--- src/rtl/adc_seq_pkg.sv ---
package adc_seq_pkg;
  typedef enum logic [1:0] {
    SQ_IDLE = 2'd0,
    SQ_SOC  = 2'd1,
    SQ_WAIT = 2'd2
  } sq_state_t;
endpackage

--- src/rtl/adc_trig_front.sv ---
module adc_trig_front #(
  parameter int NUM_HW_TRIG = 4,
  parameter int SEL_W = 2
) (
  input  logic                   clk,
  input  logic                   rst_n,
  input  logic [NUM_HW_TRIG-1:0] hw_trig,
  input  logic [SEL_W-1:0]       sel,
  output logic                   rise
);
  logic [NUM_HW_TRIG-1:0] stage1, stage2;
  logic lvl, lvl_d;

  // one two-flop synchronizer per hardware line
  for (genvar g = 0; g < NUM_HW_TRIG; g++) begin : g_sync
    always_ff @(posedge clk or negedge rst_n) begin
      if (!rst_n) begin
        stage1[g] <= 1'b0;
        stage2[g] <= 1'b0;
      end else begin
        stage1[g] <= hw_trig[g];
        stage2[g] <= stage1[g];
      end
    end
  end

  always_comb begin
    lvl = 1'b0;
    for (int i = 0; i < NUM_HW_TRIG; i++)
      if (int'(sel) == i) lvl = stage2[i];
  end

  always_ff @(posedge clk or negedge rst_n) begin
    if (!rst_n) lvl_d <= 1'b0;
    else        lvl_d <= lvl;
  end

  assign rise = lvl & ~lvl_d;
endmodule

--- src/rtl/adc_chan_pick.sv ---
module adc_chan_pick #(
  parameter int NUM_CH = 16,
  parameter int CH_W = 4
) (
  input  logic [NUM_CH-1:0] mask,
  input  logic [CH_W-1:0]   base_idx,
  input  logic              base_valid,
  output logic              any,
  output logic [CH_W-1:0]   idx,
  output logic              last
);
  // lowest enabled channel at or above 'from'; MSB of result = found
  function automatic logic [CH_W:0] lowest_from(input logic [NUM_CH-1:0] m, input int from);
    logic [CH_W:0] r;
    r = '0;
    for (int i = NUM_CH - 1; i >= 0; i--)
      if (m[i] && i >= from) r = {1'b1, CH_W'(i)};
    return r;
  endfunction

  logic [CH_W:0] above, wrap, beyond;
  int start;

  always_comb begin
    start  = base_valid ? int'(base_idx) + 1 : 0;
    above  = lowest_from(mask, start);
    wrap   = lowest_from(mask, 0);
    idx    = above[CH_W] ? above[CH_W-1:0] : wrap[CH_W-1:0];
    beyond = lowest_from(mask, int'(idx) + 1);
    any    = |mask;
    last   = ~beyond[CH_W];
  end
endmodule

--- src/rtl/adc_seq_ctrl.sv ---
module adc_seq_ctrl
  import adc_seq_pkg::*;
#(
  parameter int NUM_CH = 16,
  parameter int NUM_HW_TRIG = 4,
  localparam int CH_W = (NUM_CH > 1) ? $clog2(NUM_CH) : 1,
  localparam int SEL_W = (NUM_HW_TRIG > 1) ? $clog2(NUM_HW_TRIG) : 1
) (
  input  logic                   clk,
  input  logic                   rst_n,
  input  logic [NUM_CH-1:0]      ch_mask,
  input  logic                   discont_en,
  input  logic                   cont_en,
  input  logic [SEL_W-1:0]       trig_sel,
  input  logic                   trig_sel_wr,
  input  logic [NUM_HW_TRIG-1:0] hw_trig,
  input  logic                   sw_start_set,
  input  logic                   sw_start_clr,
  input  logic                   conv_done,
  output logic [CH_W-1:0]        ch_sel,
  output logic                   soc,
  output logic                   eoc,
  output logic                   eos,
  output logic                   busy,
  output logic                   start_flag,
  output logic [SEL_W-1:0]       trig_sel_q,
  output logic                   cfg_err,
  output logic                   ovr_flag
);
  sq_state_t state;
  logic [CH_W-1:0] cur_ch, pos;
  logic cur_last, pos_valid;
  logic eoc_q, eos_q;

  // named internal events, observed by the checker
  logic hw_rise, trig_evt, trig_accept, trig_drop, conv_finish, chain_next;
  logic pick_any, pick_last, base_valid;
  logic [CH_W-1:0] pick_idx, base_idx;

  adc_trig_front #(.NUM_HW_TRIG(NUM_HW_TRIG), .SEL_W(SEL_W)) front_i (
    .clk(clk), .rst_n(rst_n), .hw_trig(hw_trig), .sel(trig_sel_q), .rise(hw_rise)
  );

  // idle: pick from remembered position (discontinuous) or from the start;
  // running: pick the successor of the current channel, or restart after the last
  assign base_idx   = (state == SQ_IDLE) ? pos : cur_ch;
  assign base_valid = (state == SQ_IDLE) ? (discont_en & pos_valid) : ~cur_last;

  adc_chan_pick #(.NUM_CH(NUM_CH), .CH_W(CH_W)) pick_i (
    .mask(ch_mask), .base_idx(base_idx), .base_valid(base_valid),
    .any(pick_any), .idx(pick_idx), .last(pick_last)
  );

  assign cfg_err     = discont_en & cont_en;
  assign busy        = (state != SQ_IDLE);
  assign trig_evt    = ~cfg_err & (sw_start_set | (hw_rise & start_flag));
  assign trig_accept = trig_evt & ~busy & pick_any;
  assign trig_drop   = trig_evt & busy;
  assign conv_finish = (state == SQ_WAIT) & conv_done;
  assign chain_next  = conv_finish & start_flag & ~discont_en & (~cur_last | cont_en) & pick_any;

  always_ff @(posedge clk or negedge rst_n) begin
    if (!rst_n) begin
      state    <= SQ_IDLE;
      cur_ch   <= '0;
      cur_last <= 1'b0;
      eoc_q    <= 1'b0;
      eos_q    <= 1'b0;
    end else begin
      eoc_q <= 1'b0;
      eos_q <= 1'b0;
      unique case (state)
        SQ_IDLE: if (trig_accept) begin
          state    <= SQ_SOC;
          cur_ch   <= pick_idx;
          cur_last <= pick_last;
        end
        SQ_SOC: state <= SQ_WAIT;
        SQ_WAIT: if (conv_done) begin
          eoc_q <= 1'b1;
          eos_q <= cur_last;
          if (chain_next) begin
            state    <= SQ_SOC;
            cur_ch   <= pick_idx;
            cur_last <= pick_last;
          end else begin
            state <= SQ_IDLE;
          end
        end
        default: state <= SQ_IDLE;
      endcase
    end
  end

  always_ff @(posedge clk or negedge rst_n) begin
    if (!rst_n) begin
      pos       <= '0;
      pos_valid <= 1'b0;
    end else if (conv_finish) begin
      pos       <= cur_ch;
      pos_valid <= discont_en & ~cur_last;
    end
  end

  always_ff @(posedge clk or negedge rst_n) begin
    if (!rst_n) begin
      start_flag <= 1'b0;
      trig_sel_q <= '0;
      ovr_flag   <= 1'b0;
    end else begin
      if (sw_start_set && !cfg_err) start_flag <= 1'b1;
      else if (sw_start_clr)        start_flag <= 1'b0;
      if (trig_sel_wr && !start_flag) trig_sel_q <= trig_sel;
      if (trig_drop) ovr_flag <= 1'b1;
    end
  end

  assign soc    = (state == SQ_SOC);
  assign ch_sel = cur_ch;
  assign eoc    = eoc_q;
  assign eos    = eos_q;
endmodule

--- config.mk ---
export PLATFORM = sky130hd
export DESIGN_NAME = adc_seq_ctrl
export DESIGN_NICKNAME = d
export VERILOG_FILES = /design/src/rtl/adc_seq_pkg.sv /design/src/rtl/adc_trig_front.sv /design/src/rtl/adc_chan_pick.sv /design/src/rtl/adc_seq_ctrl.sv
export SDC_FILE = /design/constraint.sdc
export NUM_CORES = 1
export LEC_CHECK = 0
export ABC_CLOCK_PERIOD_IN_PS = 10700
export CORE_MARGIN = 4
export CORE_UTILIZATION = 55
export CTS_CLUSTER_SIZE = 14
export DETAILED_ROUTE_END_ITERATION = 10
export PLACE_DENSITY = 0.91
export SLEW_MARGIN = 25
export SYNTH_ARGS = -nofsm -noshare
export SYNTH_HDL_FRONTEND = slang
export SYNTH_SLANG_ARGS = --single-unit
--- constraint.sdc ---
create_clock -name clk -period 10.7 [get_ports clk]
set_input_delay 1.605 -clock clk [delete_from_list [all_inputs] [get_ports clk]]
set_output_delay 1.605 -clock clk [all_outputs]
set_load 0.03 [all_outputs]
==> results of run 1 <==
layout make-up:
type | count | area share (%)
clock buffers | 3 | 1.45
clock inverters | 1 | 0.307
inverters | 24 | 3.16
multi-input cells | 234 | 53.9
flip-flops and latches | 27 | 23.7
well taps | 50 | 2.20
repair buffers | 44 | 15.3
through the flow:
step | cell area, µm² | util, % | instances
after floorplan | 2370 | - | 298
after global placement | 2800 | 68.5 | 379
after detailed placement | 2800 | 68.5 | 379
after CTS | 2850 | 69.7 | 383
after global routing | 2850 | 69.7 | 383
final | 2850 | 69.7 | 383
cell families after synthesis:
group	Yosys count
adder cells (fa/ha/maj)	5
AO/OA/AOI/OAI	113
AND/OR/NAND/NOR	110
buffers and inverters	37
flip-flops	27
multiplexers	6
report_power, final:
group	switching [mW]	leakage (nW)	internal, mW
Clock	0.0322	0.0261	0.0273
Sequential	0.0444	0.328	0.124
Combinational	0.393	0.795	0.232
flip-flops by register name (all words and copies together), names as in the netlist:
| name | flops |
|---|---|
| front_i.lvl_d | 1 |
| eoc | 1 |
| trig_sel_q | 2 |
| ovr_flag | 1 |
| ch_sel | 4 |
| start_flag | 1 |
| pos_valid | 1 |
| front_i.stage2 | 4 |
| eos | 1 |
| cur_last | 1 |
| front_i.stage1 | 4 |
| pos | 4 |
| state | 2 |
worst paths after layout:
kind	start	end	cells past startpoint
max in group asynchronous	rst_n	ch_sel[0]	2
hold reg to reg	front_i.stage1[1]	front_i.stage2[1]	0
setup / recovery	discont_en	cur_last	15
hold / removal	front_i.stage1[1]	front_i.stage2[1]	0
min in group asynchronous	rst_n	ch_sel[2]	2
setup reg to reg	state[1]	cur_last	18
synth_stat cells (3+ instances only):
cell type,count,area [µm²]
and2_1,5,31.3
ha_1,3,37.5
or2_2,5,31.3
nor4b_1,3,26.3
a31oi_1,5,31.3
nand3_1,3,15.0
a211oi_1,4,30.0
a21oi_1,23,115
nor3_1,11,55.1
o31ai_1,4,30.0
nor2_1,25,93.8
mux2_2,4,45.0
nor4_1,6,37.5
o211ai_1,8,60.1
buf_2,3,15.0
nand4_1,4,25.0
clkbuf_1,7,26.3
dfrtp_1,27,676
and3_1,3,18.8
o22ai_1,3,18.8
o21ai_0,24,120
nand2_1,26,97.6
inv_1,23,86.3
nor2b_1,5,31.3
a21o_1,5,37.5
per-layer routing:
metal | GRT usage, % | wire [µm] | vias up
met1 | 37.5 | 2940 | 1193
met2 | 46.1 | 3530 | 160
met3 | 3.83 | 635 | 20
li1 | - | - | 1198
met4 | 5.43 | 102 | 0
met5 | 0 | 0 | -
placed cells by master, fill, tap and decap left out, types with 4 or more instances in the layout:
cell type	synthesis	final
clkdlybuf4s50_1	0	42
o21ai_0	24	24
nor4_1	6	6
nor2b_1	5	5
inv_1	23	23
o211ai_1	8	8
nor2_1	25	25
a21o_1	5	5
o31ai_1	4	4
nand2_1	26	26
nand4_1	4	4
and2_1	5	5
or2_2	5	5
a31oi_1	5	5
nor3_1	11	11
a211oi_1	4	4
dfrtp_1	27	27
mux2_2	4	4
a21oi_1	23	23
==> flow_metrics.tcl, run 1 <==
set metrics [dict create \
    post_cts.repair.setup_buffers 0 \
    drtPass1Iterations 6 \
    syn_area_mm2 0.00237 \
    cpMaxStageDelayCell "a31oi_1" \
    ys.flop_type "dfrtp_1" \
    holdWs_ns 0.361 \
    powerDensity_mw_per_mm2 299 \
    synth-adder-area-share_pct 2.43 \
    num_rows 23 \
    drc_errors 0 \
    p_leak_nw 1.15 \
    final_nets 367 \
    htree_levels 1 \
    nFillCells 333 \
    grt_util_all_layers_pct 27.4 \
    muxShareOfSynthArea_pct 3.27 \
    grt_pass1_wl_um 11600 \
    initial_core_util_pct 58.1 \
    insertion_delay_ns 0.27 \
    io_pins 43 \
    synth-simple-area-share_pct 25.1 \
    synth_nets 331 \
    cts_root_buffer "clkbuf_8" \
    vdd_ir_drop_max_mv 0.130 \
    multi_input_area_mm2 0.00154 \
    n_antenna_cell 0 \
    portBuffers 42 \
    synth_top_family_by_area "compound AO/OA/AOI/OAI gates" \
    grt_pass1_vias 2335 \
    maxCapViolations 0 \
    worstHoldPathType "flop to flop" \
    cp_cell_sequence "clkdlybuf4s50_1, a31oi_1, nor3_1, a311oi_1, or2_1, nor4_4, a211oi_2, inv_1, ha_1, nand2b_1, a31oi_1, o221ai_1, a21oi_1, nor4b_1, a32o_1" \
    synth_compound_area_share_pct 33.9 \
    antenna_found_initial 0 \
    arrival_ns 5.87 \
    drt_wl_total_um 7210 \
    clock-sinks 27 \
    cp_max_fo 12 \
    ctsHoldBuffers 0 \
    rrSetupSlack_ns 5.22 \
    postSynthCellCount 298 \
    ant_nets 0 \
    layout-drive-gt1-share_pct 9.31 \
    finalPower_mw 0.853 \
    routabilityCongestion 0.982 \
    synth_seq_cells 27 \
    critPathRequiredTime_ns 10.91 \
    synth_area_per_cell_um2 7.96 \
    drt-wirelength-per-cell_um 18.8 \
    core_mm2 0.00409 \
    path_clk_slew_ns 0.09 \
    die_w_um 73.7 \
    fin_setup_tns_ns 0 \
    max_stage_delay_ns 0.81 \
    critPathCaptureType "flop" \
    finalClockSkew_ns 0.00812 \
    grt_overflow 0 \
    ctsResizeCount 0 \
    hpwl_um 5620 \
    relSlewSlack_pct 36.1 \
    fin_crit_ns 5.66 \
    ys_async_sr_fraction_pct 100 \
    yosysUniqueCellTypes 69 \
    crit_path_frequent_cell "a31oi_1" \
    synth_warnings 0 \
    final-max-slew-violation-count 0 \
    outcome "complete, no violations" \
    period_share_pct 52.9 \
    setup_viol 0 \
    synth_xor_area_share_pct 0 \
    dp_slack_ns 4.87 \
    avgViaCountPerCell 6.71 \
    area_growth_pct 20.1 \
    hold_viol 0 \
    die_h_um 73.7 \
    rsz0062_at_grt "false" \
    maxClockFrequency_mhz 177 \
    ys_seq_area_share_pct 28.5 \
    vias 2571 \
    cp.buffers_inverters 2 \
    crit_type "input pin to flop" \
    cpLargestDelayFamily "compound AO/OA/AOI/OAI gates" \
    drt-initial-drc-count 365 \
    start_kind "input pin" \
    register_area_um2 676 \
    grt_max_degree 28 \
    numCtsBuffers 3 \
    dieArea_mm2 0.00543 \
    cts_max_path_buffers 2 \
    synth_edf_count 0 \
    worst_pin_slew_ns 0.954 \
    finalWorstSetupSlack_ns 5.04 \
    cts_tree "done" \
]
(Power assumes the default switching activity.)
==> inputs of run 2 (changes only) <==
--- a/config.mk
+++ b/config.mk
@@ -5,12 +5,12 @@
 export SDC_FILE = /design/constraint.sdc
 export NUM_CORES = 1
 export LEC_CHECK = 0
-export ABC_CLOCK_PERIOD_IN_PS = 10700
+export ABC_CLOCK_PERIOD_IN_PS = 5300
 export CORE_MARGIN = 4
-export CORE_UTILIZATION = 55
+export CORE_UTILIZATION = 53
 export CTS_CLUSTER_SIZE = 14
 export DETAILED_ROUTE_END_ITERATION = 10
-export PLACE_DENSITY = 0.91
+export PLACE_DENSITY = 0.89
 export SLEW_MARGIN = 25
 export SYNTH_ARGS = -nofsm -noshare
 export SYNTH_HDL_FRONTEND = slang
==> constraint.sdc (replaced) <==
create_clock -name clk -period 5.3 [get_ports clk]
set_input_delay 0.795 -clock clk [delete_from_list [all_inputs] [get_ports clk]]
set_output_delay 0.795 -clock clk [all_outputs]
set_load 0.03 [all_outputs]
==> flow_metrics.tcl, run 2 (synthesized netlist as in run 1, its figures left out) <==
set metrics [dict create \
    ant_nets 0 \
    path_clk_slew_ns 0.09 \
    finalPower_mw 1.81 \
    outcome "complete, no violations" \
    vdd_ir_drop_max_mv 0.364 \
    critPathCaptureType "flop" \
    dpl-instance-area_mm2 0.00284 \
    numCtsBuffers 3 \
    critPathRequiredTime_ns 5.50 \
    relSlewSlack_pct 44.1 \
    holdWs_ns 0.354 \
    crit_type "flop to flop" \
    combPwrFrac_pct 76.4 \
    setup_viol 0 \
    hold_viol 0 \
    switching_power_mw 0.971 \
    pwr-share-clk_pct 6.1 \
    hpwl_um 5350 \
    cp_max_fo 7 \
    initial_core_util_pct 54.5 \
    maxClockFrequency_mhz 204 \
    drt-initial-drc-count 465 \
    insertion_delay_ns 0.27 \
    drc_errors 0 \
    core_mm2 0.00435 \
    die_w_um 74.9 \
    n_antenna_cell 0 \
    grt_pass1_wl_um 11600 \
    hold_path_end "front_i.stage2[0]" \
    nFillCells 357 \
    finalClockSkew_ns 0.00414 \
    io_pins 43 \
    cts_root_buffer "clkbuf_8" \
    p_int_mw 0.838 \
    antenna_found_initial 0 \
    p_sw_share_pct 53.7 \
    p_leak_nw 1.19 \
    design_area_mm2 0.00292 \
    arrival_ns 5.12 \
    clock-sinks 27 \
    rr_endpoint "cur_last" \
    fin_cells 392 \
    worstHoldPathType "flop to flop" \
    htree_levels 1 \
    powerDensity_mw_per_mm2 619 \
    period_share_pct 92.7 \
    layout-drive-gt1-share_pct 11.8 \
    grt_util_all_layers_pct 26.5 \
    num_rows 24 \
    routabilityCongestion 0.990 \
    grt_pass1_vias 2394 \
    mostFrequentLayoutCell "clkdlybuf4s50_1" \
    drt_wl_total_um 6980 \
    final-max-slew-violation-count 0 \
    seqPwrFrac_pct 17.4 \
    rrSetupSlack_ns 0.39 \
    grt_max_degree 28 \
    drtPass1Iterations 6 \
    cts_tree "done" \
    hp-start "front_i.stage1[0]" \
    start_kind "flop" \
    maxCapViolations 0 \
    grt_overflow 0 \
    final_cell_mix "clkdlybuf4s50_1 (42), dfrtp_1 (27), nand2_1 (26)" \
    final_nets 374 \
    area_growth_pct 23.2 \
    r2r_cells 20 \
    r2r_start "state[0]" \
    dp.cells 386 \
    fin_crit_ns 4.91 \
    worst_pin_slew_ns 0.835 \
    die_h_um 74.9 \
    vias 2597 \
    portBuffers 42 \
    dieArea_mm2 0.00561 \
    drt-wirelength-per-cell_um 17.8 \
    hold_depth 0 \
    avgViaCountPerCell 6.63 \
    cts_max_path_buffers 2 \
]
run 2: cell count changes in the layout (fill, tap and decap cells not counted), sizes merged:
cell / previous run / this run
buf: 2 / 9
clkinv: 0 / 1
inv: 25 / 24
run 2: area by class of cell:
cell class / instances / area [µm²] / area share, %
tap: 52 / 65.1 / 2.23
inverter: 24 / 90.1 / 3.08
clock inverter: 1 / 5.00 / 0.171
multi-input combinational: 234 / 1560 / 53.3
sequential: 27 / 676 / 23.1
clock buffer: 3 / 41.3 / 1.41
timing repair buffer: 51 / 488 / 16.7
run 2: power groups by stage:
stage	sequential [mW]	combinational, mW	clock, mW
2_1_floorplan	0.325	0.921	0
3_3_place_gp	0.308	1.27	0
3_5_place_dp	0.312	1.27	0
4_1_cts	0.308	1.28	0.114
5_1_grt	0.319	1.50	0.125
6_report	0.316	1.38	0.111
run 2: worst max path at each step:
stage	start	to	slack, ns	cells past startpoint
after floorplan	state[1]	cur_last	0.75	21
after global placement	state[0]	cur_last	0.29	19
after detailed placement	state[0]	cur_last	0.20	19
after CTS	state[0]	cur_last	0.17	19
after global routing	state[0]	cur_last	-0.002	20
final	state[0]	cur_last	0.39	20
run 2: critical path, stage by stage, from the launching register on:
cell and delay [ns]:
dfrtp_1 0.48, or3b_4 0.42, and2_1 0.20, inv_1 0.08, ha_1 0.29, and4bb_2 0.30
or2_1 0.27, nor2_1 0.11, o21a_1 0.23, a211o_1 0.29, o2111ai_1 0.12, o211ai_1 0.18
a211oi_4 0.42, inv_1 0.12, ha_1 0.22, nand2b_1 0.20, a21oi_1 0.20, or2_2 0.14
a31oi_1 0.09, nor4b_1 0.25, a32o_1 0.21
run 2: routing by layer:
metal	vias to the layer above	global-route usage, %	part of all wire [%]
met3	13	4.27	8.3
li1	1213	-	-
met1	1227	37.6	42
met4	0	3.75	1.1
met2	144	43.8	49
met5	-	0	0
run 2: timing repair:
| item | 4_1_cts | 5_1_grt |
|---|---|---|
| buffers inserted | 0 | 2 |
| gates resized for setup | 0 | 7 |
| hold buffers | 0 | 0 |
| endpoints found under the setup margin | 0 | 1 |
run 2: stage by stage:
| stage | util (%) | setup TNS (ns) | worst slack [ns] |
|---|---|---|---|
| 3_5_place_dp | 65.2 | 0 | 0.195 |
| 3_3_place_gp | 65.2 | 0 | 0.291 |
| 5_1_grt | 67.1 | -0.00183 | -0.00183 |
| 4_1_cts | 66.3 | 0 | 0.167 |
| 6_report | 67.1 | 0 | 0.387 |
| 2_1_floorplan | - | 0 | 0.748 |
==> inputs of run 3 (changes only) <==
--- a/config.mk
+++ b/config.mk
@@ -8,8 +8,10 @@
 export ABC_CLOCK_PERIOD_IN_PS = 5300
 export CORE_MARGIN = 4
 export CORE_UTILIZATION = 53
+export CTS_CLUSTER_DIAMETER = 50
 export CTS_CLUSTER_SIZE = 14
 export DETAILED_ROUTE_END_ITERATION = 10
+export MAX_ROUTING_LAYER = met4
 export PLACE_DENSITY = 0.89
 export SLEW_MARGIN = 25
 export SYNTH_ARGS = -nofsm -noshare
==> flow_metrics.tcl, run 3 (synthesized netlist as in run 1, its figures left out) <==
set metrics [dict create \
    hpwl_um 5740 \
    drtPass1Iterations 5 \
    num_rows 24 \
    grt_overflow 0 \
    maxCapViolations 0 \
    dieArea_mm2 0.00561 \
    switching_power_mw 0.975 \
    grt_util_all_layers_pct 28.7 \
    numCtsBuffers 3 \
    cts_tree "done" \
    vias 2620 \
    die_w_um 74.9 \
    seqPwrFrac_pct 17.6 \
    worst_pin_slew_ns 0.723 \
    antenna_found_initial 0 \
    clock-sinks 27 \
    critPathCaptureType "flop" \
    relSlewSlack_pct 51.6 \
    drt-wirelength-per-cell_um 18.8 \
    p_leak_nw 1.19 \
    initial_core_util_pct 54.5 \
    period_share_pct 91.6 \
    pwr-share-clk_pct 6.9 \
    cts_max_path_buffers 2 \
    drc_errors 0 \
    powerDensity_mw_per_mm2 615 \
    arrival_ns 5.08 \
    n_antenna_cell 0 \
    mostFrequentLayoutCell "clkdlybuf4s50_1" \
    insertion_delay_ns 0.28 \
    worstHoldPathType "flop to flop" \
    routabilityCongestion 0.991 \
    portBuffers 42 \
    cts_root_buffer "clkbuf_8" \
    htree_levels 1 \
    p_sw_share_pct 54.3 \
    rsz0062_at_grt "false" \
    layout-drive-gt1-share_pct 11.7 \
    avgViaCountPerCell 6.67 \
    vdd_ir_drop_max_mv 0.386 \
    crit_type "flop to flop" \
    final_cell_mix "clkdlybuf4s50_1 (42), dfrtp_1 (27), nand2_1 (26)" \
    final_nets 375 \
    fin_cells 393 \
    grt_pass1_vias 2416 \
    die_h_um 74.9 \
    ant_nets 0 \
    setup_viol 0 \
    finalClockSkew_ns 0.00584 \
    start_kind "flop" \
    dp.cells 389 \
    grt_pass1_wl_um 12000 \
    maxClockFrequency_mhz 206 \
    fin_setup_tns_ns 0 \
    path_clk_slew_ns 0.10 \
    drt_wl_total_um 7380 \
    combPwrFrac_pct 75.5 \
    io_pins 43 \
    final-max-slew-violation-count 0 \
    drt-initial-drc-count 365 \
    fin_crit_ns 4.85 \
    area_growth_pct 22.9 \
    ctsHoldBuffers 0 \
    critPathRequiredTime_ns 5.52 \
    outcome "complete, no violations" \
    hold_viol 0 \
    core_mm2 0.00435 \
    p_int_mw 0.820 \
    cp_max_fo 7 \
    grt_max_degree 28 \
]
==> run 3: cell count changes in the layout (fill, tap and decap cells not counted), sizes merged <==
cell and change:
clkinv -1, inv +1, buf +1
==> run 3: layout make-up <==
type                       count  area (µm²)
multi-input combinational    234        1540
fill                         370        1440
sequential                    27         676
timing repair buffer          52         495
inverter                      24        90.1
tap                           52        65.1
clock buffer                   3        41.3
clock inverter                 1        8.76
==> run 3: repair_timing <==
action	4_1_cts	5_1_grt
hold endpoints to repair	0	0
gates resized for setup	0	2
setup buffers	0	0
endpoints found under the setup margin	0	1
==> run 3: stage by stage <==
| stage | setup slack (ns) | util [%] | area (µm²) | total power [mW] | hold WS (ns) |
|---|---|---|---|---|---|
| finish | 0.446 | 67.0 | 2920 | 1.80 | 0.356 |
| CTS | 0.343 | 66.9 | 2910 | 1.76 | 0.358 |
| global route | 0.00450 | 67.0 | 2920 | 1.94 | 0.370 |
| detailed placement | 0.365 | 65.7 | 2860 | 1.63 | 0.336 |
| global placement | 0.534 | 65.7 | 2860 | 1.61 | 0.333 |
| floorplan | 0.748 | - | 2370 | 1.25 | 0.331 |
==> run 3: layer usage <==
layer	global-route usage, %	routed length (µm)
met4	9.09	207
met3	3.07	618
met1	38.4	3020
met5	-	0
met2	45.6	3530
==> run 3: final timing paths <==
| kind | endpoint | from | slack [ns] | cells after the start |
|---|---|---|---|---|
| worst max-delay path | cur_last | pos[0] | 0.45 | 19 |
| worst min-delay path | front_i.stage2[0] | front_i.stage1[0] | 0.36 | 0 |
| worst max register to register | cur_last | pos[0] | 0.45 | 19 |
| worst min register to register | front_i.stage2[0] | front_i.stage1[0] | 0.36 | 0 |
| max in group asynchronous | ch_sel[3] | rst_n | 4.18 | 2 |
| min in group asynchronous | trig_sel_q[1] | rst_n | 0.88 | 2 |
==> run 3: power groups by stage <==
stage	Sequential, mW	Combinational, mW	Clock (mW)
floorplan	0.325	0.921	0
global placement	0.310	1.30	0
detailed placement	0.314	1.32	0
CTS	0.310	1.33	0.126
global route	0.319	1.49	0.135
finish	0.315	1.36	0.123
==> run 3: worst max-delay path: stages, from the launching register on <==
cell	delay, ns
dfrtp_1	0.49
or3b_4	0.43
and2_1	0.20
inv_1	0.08
ha_1	0.26
nor2_1	0.08
a21oi_1	0.39
nand4_1	0.33
a21o_1	0.28
o41a_1	0.35
nor4_4	0.26
o311a_2	0.25
a31oi_4	0.04
ha_1	0.22
nand2b_1	0.21
a21oi_1	0.21
o21ai_0	0.11
a21oi_1	0.13
nor4b_1	0.26
a32o_1	0.20
